$ cat config.mk
export PLATFORM = sky130hd
export DESIGN_NAME = pbus_host_port
export DESIGN_NICKNAME = d
export VERILOG_FILES = /design/src/rtl/pbus_pkg.sv /design/src/rtl/pbus_sync.sv /design/src/rtl/pbus_classify.sv /design/src/rtl/pbus_capture.sv /design/src/rtl/pbus_host_port.sv
export SDC_FILE = /design/constraint.sdc
export NUM_CORES = 1
export LEC_CHECK = 0
export CAP_MARGIN = 5
export CORE_MARGIN = 2
export CORE_UTILIZATION = 40
export DETAILED_ROUTE_END_ITERATION = 10
export GPL_TIMING_DRIVEN = 0
export PLACE_DENSITY = 0.74
export RECOVER_POWER = 50
export SLEW_MARGIN = 20
export SYNTH_ARGS = -nofsm -noshare
export SYNTH_HDL_FRONTEND = slang
export SYNTH_HIERARCHICAL = 1
export SYNTH_SLANG_ARGS = --single-unit
$ cat constraint.sdc
create_clock -name clk -period 1.5 [get_ports clk]
set_input_delay 0.15 -clock clk [delete_from_list [all_inputs] [get_ports clk]]
set_output_delay 0.15 -clock clk [all_outputs]
set_load 0.05 [all_outputs]
$ cat src/rtl/pbus_pkg.sv
`timescale 1ns/1ps
package pbus_pkg;

  typedef struct packed {
    logic       ok;     // code names a real configuration
    logic       m68;    // enable plus direction timing
    logic [1:0] wsel;   // 0: narrow, 1: mid, 2: full width
  } pbus_mode_t;

  function automatic pbus_mode_t decode_mode(input logic [2:0] code);
    pbus_mode_t m;
    m.m68  = code[2];
    m.wsel = code[1:0];
    m.ok   = (code[1:0] != 2'b11);
    return m;
  endfunction

endpackage

$ cat src/rtl/pbus_sync.sv
`timescale 1ns/1ps
module pbus_sync #(
  parameter int         W       = 1,
  parameter int         STAGES  = 2,
  parameter logic [W-1:0] RST_VAL = '0
) (
  input  logic         clk,
  input  logic         rst_n,
  input  logic [W-1:0] d,
  output logic [W-1:0] q
);
  logic [W-1:0] st [STAGES];

  always_ff @(posedge clk or negedge rst_n) begin
    if (!rst_n) st[0] <= RST_VAL;
    else        st[0] <= d;
  end

  for (genvar g = 1; g < STAGES; g++) begin : g_stage
    always_ff @(posedge clk or negedge rst_n) begin
      if (!rst_n) st[g] <= RST_VAL;
      else        st[g] <= st[g-1];
    end
  end

  assign q = st[STAGES-1];
endmodule

$ cat src/rtl/pbus_classify.sv
`timescale 1ns/1ps
module pbus_classify
  import pbus_pkg::*;
(
  input  logic       clk,
  input  logic       rst_n,
  input  pbus_mode_t mode,
  input  logic       cs_n_s,
  input  logic       rd_en_s,
  input  logic       wr_dir_s,
  output logic       wr_evt,
  output logic       rd_evt,
  output logic       rd_live
);
  logic rd_en_q, wr_dir_q, cs_n_q;

  always_ff @(posedge clk or negedge rst_n) begin
    if (!rst_n) begin
      rd_en_q  <= 1'b1;
      wr_dir_q <= 1'b1;
      cs_n_q   <= 1'b1;
    end else begin
      rd_en_q  <= rd_en_s;
      wr_dir_q <= wr_dir_s;
      cs_n_q   <= cs_n_s;
    end
  end

  // named edge and qualifier wires
  logic rd_en_rise, rd_en_fall, wr_dir_rise;
  logic sel_now, sel_held;
  assign rd_en_rise  = rd_en_s & ~rd_en_q;
  assign rd_en_fall  = ~rd_en_s & rd_en_q;
  assign wr_dir_rise = wr_dir_s & ~wr_dir_q;
  assign sel_now     = mode.ok & ~cs_n_s;
  assign sel_held    = sel_now & ~cs_n_q;

  logic wr_raw, rd_raw, live_raw;
  always_comb begin
    if (mode.m68) begin
      wr_raw   = rd_en_fall & ~wr_dir_s;
      rd_raw   = rd_en_fall &  wr_dir_s;
      live_raw = rd_en_s    &  wr_dir_s;
    end else begin
      wr_raw   = wr_dir_rise & rd_en_s;
      rd_raw   = rd_en_rise  & wr_dir_s;
      live_raw = ~rd_en_s    & wr_dir_s;
    end
  end

  assign wr_evt  = wr_raw   & sel_held;
  assign rd_evt  = rd_raw   & sel_held;
  assign rd_live = live_raw & sel_now;


  no_dual_evt_chk: assert property (@(posedge clk) disable iff (!rst_n)
    !(wr_evt && rd_evt));

  wr_evt_single_chk: assert property (@(posedge clk) disable iff (!rst_n)
    wr_evt |=> !wr_evt);
endmodule

$ cat src/rtl/pbus_capture.sv
`timescale 1ns/1ps
module pbus_capture
  import pbus_pkg::*;
#(
  parameter int BUS_W    = 18,
  parameter int NARROW_W = 8,
  parameter int MID_W    = 16
) (
  input  logic             clk,
  input  logic             rst_n,
  input  pbus_mode_t       mode,
  input  logic             wr_evt,
  input  logic             rd_evt,
  input  logic             rd_live,
  input  logic             a0_s,
  input  logic [BUS_W-1:0] din_s,
  input  logic [BUS_W-1:0] disp_rdata,
  input  logic [BUS_W-1:0] stat_rdata,
  output logic             wr_pulse,
  output logic [BUS_W-1:0] wr_data,
  output logic             wr_is_data,
  output logic             rd_pulse,
  output logic             rd_is_data,
  output logic [BUS_W-1:0] bus_out,
  output logic [BUS_W-1:0] bus_oe
);
  function automatic logic [BUS_W-1:0] lane_mask(input logic [1:0] wsel);
    logic [BUS_W-1:0] m;
    int w;
    case (wsel)
      2'd0:    w = NARROW_W;
      2'd1:    w = MID_W;
      default: w = BUS_W;
    endcase
    for (int i = 0; i < BUS_W; i++) m[i] = (i < w);
    return m;
  endfunction

  logic [BUS_W-1:0] lanes, rd_src;
  assign lanes  = lane_mask(mode.wsel);
  assign rd_src = a0_s ? disp_rdata : stat_rdata;

  always_ff @(posedge clk or negedge rst_n) begin
    if (!rst_n) begin
      wr_pulse   <= 1'b0;
      wr_data    <= '0;
      wr_is_data <= 1'b0;
      rd_pulse   <= 1'b0;
      rd_is_data <= 1'b0;
      bus_out    <= '0;
      bus_oe     <= '0;
    end else begin
      wr_pulse <= wr_evt;
      rd_pulse <= rd_evt;
      if (wr_evt) begin
        wr_data    <= din_s & lanes;
        wr_is_data <= a0_s;
      end
      if (rd_evt) rd_is_data <= a0_s;
      bus_oe  <= rd_live ? lanes : '0;
      bus_out <= rd_live ? (rd_src & lanes) : '0;
    end
  end


  wr_pulse_single_chk: assert property (@(posedge clk) disable iff (!rst_n)
    wr_pulse |=> !wr_pulse);

  rd_pulse_single_chk: assert property (@(posedge clk) disable iff (!rst_n)
    rd_pulse |=> !rd_pulse);

  no_rw_overlap_chk: assert property (@(posedge clk) disable iff (!rst_n)
    !(wr_pulse && rd_pulse));

  oe_lane_chk: assert property (@(posedge clk) disable iff (!rst_n)
    (bus_oe & ~lanes) == '0);

  wr_lane_chk: assert property (@(posedge clk) disable iff (!rst_n)
    wr_pulse |-> (wr_data & ~lanes) == '0);

  oe_mode_chk: assert property (@(posedge clk) disable iff (!rst_n)
    (bus_oe != '0) |-> $past(mode.ok));

  rd_end_release_chk: assert property (@(posedge clk) disable iff (!rst_n)
    rd_pulse |-> bus_oe == '0);
endmodule

$ cat src/rtl/pbus_host_port.sv
`timescale 1ns/1ps
module pbus_host_port
  import pbus_pkg::*;
#(
  parameter int BUS_W    = 18,
  parameter int NARROW_W = 8,
  parameter int MID_W    = 16,
  parameter int SYNC_N   = 2
) (
  input  logic             clk,
  input  logic             rst_n,
  input  logic [2:0]       mode_sel,
  input  logic             host_cs_n,
  input  logic             host_a0,
  input  logic             hst_rd_en,
  input  logic             hst_wr_dir,
  input  logic [BUS_W-1:0] bus_in,
  output logic [BUS_W-1:0] bus_out,
  output logic [BUS_W-1:0] bus_oe,
  input  logic [BUS_W-1:0] disp_rdata,
  input  logic [BUS_W-1:0] stat_rdata,
  output logic             wr_pulse,
  output logic [BUS_W-1:0] wr_data,
  output logic             wr_is_data,
  output logic             rd_pulse,
  output logic             rd_is_data
);
  localparam int CTL_W = 4;

  pbus_mode_t mode;
  assign mode = decode_mode(mode_sel);

  logic [CTL_W-1:0] ctl_s;
  logic [BUS_W-1:0] din_s;
  logic cs_n_s, a0_s, rd_en_s, wr_dir_s;

  pbus_sync #(.W(CTL_W), .STAGES(SYNC_N), .RST_VAL(4'b1011)) u_ctl_sync (
    .clk(clk), .rst_n(rst_n),
    .d({host_cs_n, host_a0, hst_rd_en, hst_wr_dir}),
    .q(ctl_s)
  );
  assign {cs_n_s, a0_s, rd_en_s, wr_dir_s} = ctl_s;

  pbus_sync #(.W(BUS_W), .STAGES(SYNC_N), .RST_VAL('0)) u_dat_sync (
    .clk(clk), .rst_n(rst_n), .d(bus_in), .q(din_s)
  );

  logic wr_evt, rd_evt, rd_live;

  pbus_classify u_cls (
    .clk(clk), .rst_n(rst_n), .mode(mode),
    .cs_n_s(cs_n_s), .rd_en_s(rd_en_s), .wr_dir_s(wr_dir_s),
    .wr_evt(wr_evt), .rd_evt(rd_evt), .rd_live(rd_live)
  );

  pbus_capture #(.BUS_W(BUS_W), .NARROW_W(NARROW_W), .MID_W(MID_W)) u_cap (
    .clk(clk), .rst_n(rst_n), .mode(mode),
    .wr_evt(wr_evt), .rd_evt(rd_evt), .rd_live(rd_live),
    .a0_s(a0_s), .din_s(din_s),
    .disp_rdata(disp_rdata), .stat_rdata(stat_rdata),
    .wr_pulse(wr_pulse), .wr_data(wr_data), .wr_is_data(wr_is_data),
    .rd_pulse(rd_pulse), .rd_is_data(rd_is_data),
    .bus_out(bus_out), .bus_oe(bus_oe)
  );


  cs_idle_chk: assert property (@(posedge clk) disable iff (!rst_n)
    ($past(host_cs_n, 3) && $past(host_cs_n, 4)) |-> !wr_pulse && !rd_pulse);
endmodule

==> results of run 1 <==
per-stage QoR:
step	cells	hold WS [ps]	util, %	setup TNS, ps
detailed placement	455	114	57.5	-11750
floorplan	229	-146	-	-337
global placement	454	334	57.2	-258740
global route	476	332	61.3	-2350
finish	476	345	61.3	-513
CTS	475	188	61.2	-646
report_power, final:
group | internal, W | total [W] | leakage, nW | switching, W
Sequential | 0.00269 | 0.00280 | 1.11 | 0.000109
Clock | 0.000658 | 0.00150 | 0.0851 | 0.000846
Combinational | 0.000596 | 0.00155 | 1.27 | 0.000955
Total | 0.00395 | 0.00585 | 2.47 | 0.00191
path summary, 6_finish.rpt:
path	startpoint	to	slack, ps	depth (start not counted)
worst max-delay path	u_ctl_sync/q[0]$_DFF_PN1_	u_cap/wr_data[1]$_DFFE_PN0P_	-60	4
worst min-delay path	hst_rd_en	u_ctl_sync/st[5]$_DFF_PN1_	340	1
worst max register to register	u_ctl_sync/q[0]$_DFF_PN1_	u_cap/wr_data[1]$_DFFE_PN0P_	-60	4
worst min register to register	u_dat_sync/st[23]$_DFF_PN0_	u_dat_sync/q[5]$_DFF_PN0_	340	0
max in group asynchronous	rst_n	u_ctl_sync/st[4]$_DFF_PN1_	260	3
min in group asynchronous	rst_n	u_cap/wr_data[13]$_DFFE_PN0P_	430	2
registers in the layout (all words and copies together) (netlist names), 4 cells and up:
| name | flops |
|---|---|
| u_cap/bus_oe | 4 |
| u_cap/bus_out | 18 |
| u_cap/wr_data | 18 |
| u_ctl_sync/q | 4 |
| u_ctl_sync/st | 4 |
| u_dat_sync/q | 18 |
| u_dat_sync/st | 18 |
area by class of cell:
type / instances / area share [%]
inverters: 13 / 0.978
well taps: 105 / 2.63
flip-flops and latches: 91 / 45.9
clock buffers: 10 / 2.76
multi-input cells: 81 / 14.6
clock inverters: 6 / 0.978
repair buffers: 129 / 25.6
plain buffers: 41 / 6.55
layer usage:
| layer | track usage, % | part of all wire, % |
|---|---|---|
| met5 | 0 | 0 |
| met4 | 6.16 | 1.2 |
| met3 | 3.08 | 5.7 |
| met2 | 24.9 | 51 |
| met1 | 19.1 | 42 |
placed cells by master (no fill, tap or decap), types with 8 or more instances in the layout:
cell,synthesis,routed
dfrtp_1,82,82
mux2_4,9,9
clkdlybuf4s15_2,0,12
dlygate4sd3_1,0,23
nand2_1,9,9
nor2_1,10,10
clkbuf_8,0,10
dfstp_2,9,9
mux2i_1,18,18
buf_4,36,40
inv_1,13,13
nor2b_1,8,8
o22ai_2,0,8
clkdlybuf4s50_1,0,39
dlygate4sd2_1,0,44
cells by family after synthesis:
group	after synthesis
AOI/OAI and AO/OA	13
muxes	28
DFF	91
xor gates and xnor gates	1
adders and majority gates	1
and+or+nand+nor	38
buffers and inverters	57
repair_timing:
item                       4_1_cts  5_1_grt
pin swaps                        9        6
hold endpoints to repair        31        0
setup buffers                    4        1
gates resized for setup        101        5
cloned                           2        0
hold buffers                     1        0
setup endpoints to repair       88       39
==> metrics.yaml, run 1 <==
setup_path:
  arrival_ps: 1800
  crit_type: "reg2reg"
  critPathRequiredTime_ps: 1730
  cp_max_fo: 6
  cp_slowest_cell: "dfstp_2"
  cpLargestDelayFamily: "flip-flops"
  slowest_delay_ps: 560
  crit_buf_inv: 1
  crit_chain: "and4bb_1 -> o21a_4 -> buf_16 -> mux2_4"
  critPathCaptureType: "register"
  start_kind: "register"
layout:
  seq_area_um2: 2290
  syn_to_final_growth_pct: 50.3
  final_nets: 430
  fillCellCount: 659
  multiInputGateArea_um2: 728
  antennaDiodeCount: 0
  fin_area_um2: 4990
  drive_gt1_share_pct: 30.2
global_route:
  grt_max_degree: 61
  grt_pass1_vias: 2059
  grt_pass1_wl_mm: 10.1
  antenna_found_initial: 0
  grt_use_total_pct: 15.0
  grt_overflow: 0
synth:
  synth_cells: 229
  async_reset_ff_share_pct: 100
  synth_fa_ha_area_share_pct: 0.377
  synthTopCellsByArea: "dfrtp_1 (62%), buf_4 (8.1%), dfstp_2 (7.1%)"
  synth_top_family_by_area: "buffers and inverters"
  synth_area_leader_cell: "dfrtp_1"
  yosysSeqAreaShare_pct: 69.0
  synth_cell_type_count: 27
  postSynthAreaPerCell_um2: 14.5
  netlist_area_um2: 3320
  synth_ff_type: "dfrtp_1"
  synthTopCellsByCount: "dfrtp_1 (82), buf_4 (36), mux2i_1 (18), inv_1 (13), nor2_1 (10)"
  yosysMostFrequentCell: "dfrtp_1"
  yosys.area_share.simple_pct: 6.45
  yosys_warnings: 6
  synth_xor_area_share_pct: 0.264
  synth_top_area_share_pct: 61.8
  synthMuxAreaShare_pct: 9.84
  synth-compound-area-share_pct: 2.60
  syn_nets: 293
  synth_edf_count: 0
  ys_seq_elements: 91
clock_tree:
  cts_tree: "built"
  cts.clk_slew.worst_paths_ps: 90
  clockBufferDepth: 2
  ctsHtreeMaxLevel: 3
  cts_num_sinks: 91
  root_buffer: "clkbuf_8"
  numCtsBuffers: 9
  clk_latency_ps: 340
power:
  p_total_w: 0.00585
  p_leak_nw: 2.47
  ir_drop_v: 0.000627
  p_per_area_nw_per_um2: 1170
job:
  cap_violations: 0
timing:
  maxSlewHeadroom_pct: 45.5
  timing.fmax_ghz: 0.639
  fin_crit_ps: 1560
  setup_ws_ps: -64.0
  worst-slew-pin-transition_ps: 817
  rsz0062_at_grt: "yes"
  timing.final.crit_share_pct: 104
  hold_viol: 0
  setup_viol: 12
  skew_ps: 10.3
  final_max_slew_viol_count: 0
route:
  via_per_inst: 4.37
  wire_per_inst_um: 13.6
  drtIter0Drc: 16
  ant_nets: 0
  routed_wl_mm: 6.49
  dr_total_vias: 2078
  drc_errors: 0
  firstDrtPassIters: 4
outcome:
  outcome: "finished, violations left"
  violations: "setup timing"
placement:
  dp_hpwl_mm: 4.45
  dp_worst_setup_slack_ps: -448
  port-buffer-count: 120
  gp_congestion: 0.684
  post_dp_cell_area_um2: 4680
floorplan:
  dieArea_um2: 9040
  core_um2: 8130
  ioPinCount: 121
  floorplan.initialDensity_pct: 40.8
  die_w_um: 95.1
  die_h_um: 95.1
  core.rowCount: 33
worst_hold_path:
  hold_class: "in2reg"
No activity file was read; power rests on OpenSTA's default activity.
==> inputs of run 2 (changes only) <==
--- a/config.mk
+++ b/config.mk
@@ -5,8 +5,9 @@
 export SDC_FILE = /design/constraint.sdc
 export NUM_CORES = 1
 export LEC_CHECK = 0
+export ABC_AREA = 1
 export CAP_MARGIN = 5
-export CORE_MARGIN = 2
+export CORE_MARGIN = 10
 export CORE_UTILIZATION = 40
 export DETAILED_ROUTE_END_ITERATION = 10
 export GPL_TIMING_DRIVEN = 0
==> run 2 against run 1 <==
The run now ends clean. Sequential cell count stayed put. Clock power is 5% higher. Synthesized area is 1.1% higher. Worst hold slack worse by 31 ps. Synthesized cell count is 33% higher. Highest routed layer unchanged.
==> metrics.yaml, run 2 <==
outcome:
  outcome: "completed"
route:
  drtIter0Drc: 55
  ant_nets: 0
  dr_total_vias: 2415
  firstDrtPassIters: 4
  wire_per_inst_um: 14.1
  via_per_inst: 4.35
  routed_wl_mm: 7.81
  drc_errors: 0
floorplan:
  core.rowCount: 33
  die_h_um: 112
  core_um2: 8180
  die_w_um: 112
  dieArea_um2: 12400
  ioPinCount: 121
  floorplan.initialDensity_pct: 41.0
timing:
  worst-slew-pin-transition_ps: 927
  rsz0062_at_grt: "yes"
  hold_slack_ps: 314
  timing.fmax_ghz: 0.683
  fin_crit_ps: 1460
  tns_ps: 0
  timing.final.crit_share_pct: 97.6
  hold_viol: 0
  skew_ps: 20.0
  final_max_slew_viol_count: 0
  setup_viol: 0
  maxSlewHeadroom_pct: 38.2
  setup_ws_ps: 35.9
clock_tree:
  clk_latency_ps: 360
  root_buffer: "clkbuf_8"
  ctsHtreeMaxLevel: 3
  numCtsBuffers: 9
  cts.clk_slew.worst_paths_ps: 110
  cts_num_sinks: 91
  cts_tree: "built"
  clockBufferDepth: 2
power:
  switching_share_pct: 33.6
  p_comb_share_pct: 23.7
  p_leak_nw: 2.61
  seqPwrFrac_pct: 48.6
  p_total_w: 0.00569
  internal-power_w: 0.00378
  ir_drop_v: 0.000694
  power.switching_w: 0.00191
  p_clk_share_pct: 27.7
  p_per_area_nw_per_um2: 1130
synth:
  synthTopCellsByArea: "dfrtp_1 (61%), nand2_1 (10%), buf_4 (9.2%)"
  synth_cell_type_count: 23
  yosysMostFrequentCell: "nand2_1"
  synth_top_area_share_pct: 61.2
  netlist_area_um2: 3350
  postSynthAreaPerCell_um2: 11.0
  synth_edf_count: 0
  synth_ff_type: "dfrtp_1"
  yosysSeqAreaShare_pct: 68.2
  syn_nets: 368
  yosys_warnings: 6
  synth_area_leader_cell: "dfrtp_1"
  synth_cells: 304
  async_reset_ff_share_pct: 100
  ys_seq_elements: 91
  synthTopCellsByCount: "nand2_1 (91), dfrtp_1 (82), buf_4 (41), nor2_1 (22), o21ai_0 (17)"
placement:
  dp_worst_setup_slack_ps: -349
  port-buffer-count: 120
  dp_hpwl_mm: 5.78
  gp_congestion: 0.786
layout:
  final_nets: 509
  antennaDiodeCount: 0
  final_common_cell: "dfrtp_1"
  drive_gt1_share_pct: 30.4
  syn_to_final_growth_pct: 49.7
  layout_common_cells: "dfrtp_1 (81), nand2_1 (74), buf_4 (44), clkdlybuf4s50_1 (39), dlygate4sd2_1 (37)"
  final_core_util_pct: 61.4
global_route:
  grt_overflow: 0
  grt_pass1_vias: 2404
  antenna_found_initial: 0
  grt_use_total_pct: 12.3
  grt_pass1_wl_mm: 12.4
  grt_max_degree: 57
setup_path:
  start_kind: "register"
  critPathRequiredTime_ps: 1750
  reg2reg_from: "u_ctl_sync/q[1]$_DFF_PN1_"
  reg2reg_to: "u_cap/wr_data[1]$_DFFE_PN0P_"
  cp-startpoint: "u_ctl_sync/q[1]$_DFF_PN1_"
  crit_type: "reg2reg"
  rr_worst_depth: 9
  r2r_slack_ps: 40
  arrival_ps: 1720
  critPathCaptureType: "register"
  cp_max_fo: 6
worst_hold_path:
  hold_path.startpoint: "hst_wr_dir"
  hold_depth: 1
  whs_endpoint: "u_ctl_sync/st[4]$_DFF_PN1_"
  hold_class: "in2reg"
job:
  cap_violations: 0
run 2: per-layer routing:
layer / share of wire, % / global-route usage, % / vias up / wire length [um]
li1: - / - / 1165 / -
met2: 48 / 19.5 / 106 / 3750
met1: 42 / 14.2 / 1136 / 3270
met5: 0 / 0 / - / 0
met3: 9.2 / 5.85 / 8 / 722
met4: 0.87 / 4.37 / 0 / 68
run 2: critical path, cell delays in order (launching register included):
cell	delay, ps
dfstp_2	590
nand3_2	70
nand2_1	60
nand2_1	50
nor2_2	130
buf_6	170
inv_8	50
clkbuf_16	150
nand2_1	50
nand2_1	50
run 2: logic make-up (layout without fill, tap and decap cells):
kind of cell               Yosys count  after routing  share of synthesized area [%]
buffers and inverters               68            214                           13.1
AOI/OAI and AO/OA                   21             21                           3.24
and+or+nand+nor                    123            123                           15.0
adders and majority gates            1              1                          0.373
DFF                                 91             91                           68.2
run 2: cell type report:
| type | instances | area [um2] |
|---|---|---|
| Multi-Input combinational cell | 145 | 699 |
| Sequential cell | 91 | 2290 |
| Clock buffer | 9 | 124 |
| Inverter | 21 | 93.8 |
| Tap cell | 105 | 131 |
| Timing Repair Buffer | 133 | 1260 |
| Buffer | 44 | 353 |
| Fill cell | 676 | 3150 |
| Clock inverter | 7 | 67.6 |
run 2: how the worst max path moves through the flow:
stage	to
floorplan	u_cap/wr_data[10]$_DFFE_PN0P_
global placement	u_cap/bus_out[0]$_DFF_PN0_
detailed placement	u_cap/wr_data[9]$_DFFE_PN0P_
CTS	u_cap/wr_data[8]$_DFFE_PN0P_
global route	u_cap/wr_data[6]$_DFFE_PN0P_
finish	u_cap/wr_data[1]$_DFFE_PN0P_
run 2: metrics by stage:
stage / cells / cell area [um2]
4_1_cts: 552 / 4940
6_report: 555 / 5020
5_1_grt: 555 / 5020
2_1_floorplan: 304 / 3350
3_3_place_gp: 529 / 4690
3_5_place_dp: 530 / 4710
run 2: repair_timing:
| action | 4_1_cts | 5_1_grt |
|---|---|---|
| buffers inserted | 6 | 3 |
| pin swaps | 3 | 12 |
| gates resized for setup | 104 | 54 |
| hold buffers | 1 | 0 |
| endpoints found under the hold margin | 35 | 0 |
| cloned | 1 | 1 |
| endpoints found under the setup margin | 96 | 43 |
run 2: power groups by stage:
stage	Combinational (W)	Clock, W	Sequential, W
5_1_grt	0.00143	0.00175	0.00279
2_1_floorplan	0.000317	0	0.00328
3_3_place_gp	0.00138	0	0.00280
3_5_place_dp	0.00142	0	0.00280
6_report	0.00135	0.00157	0.00277
4_1_cts	0.00133	0.00165	0.00276
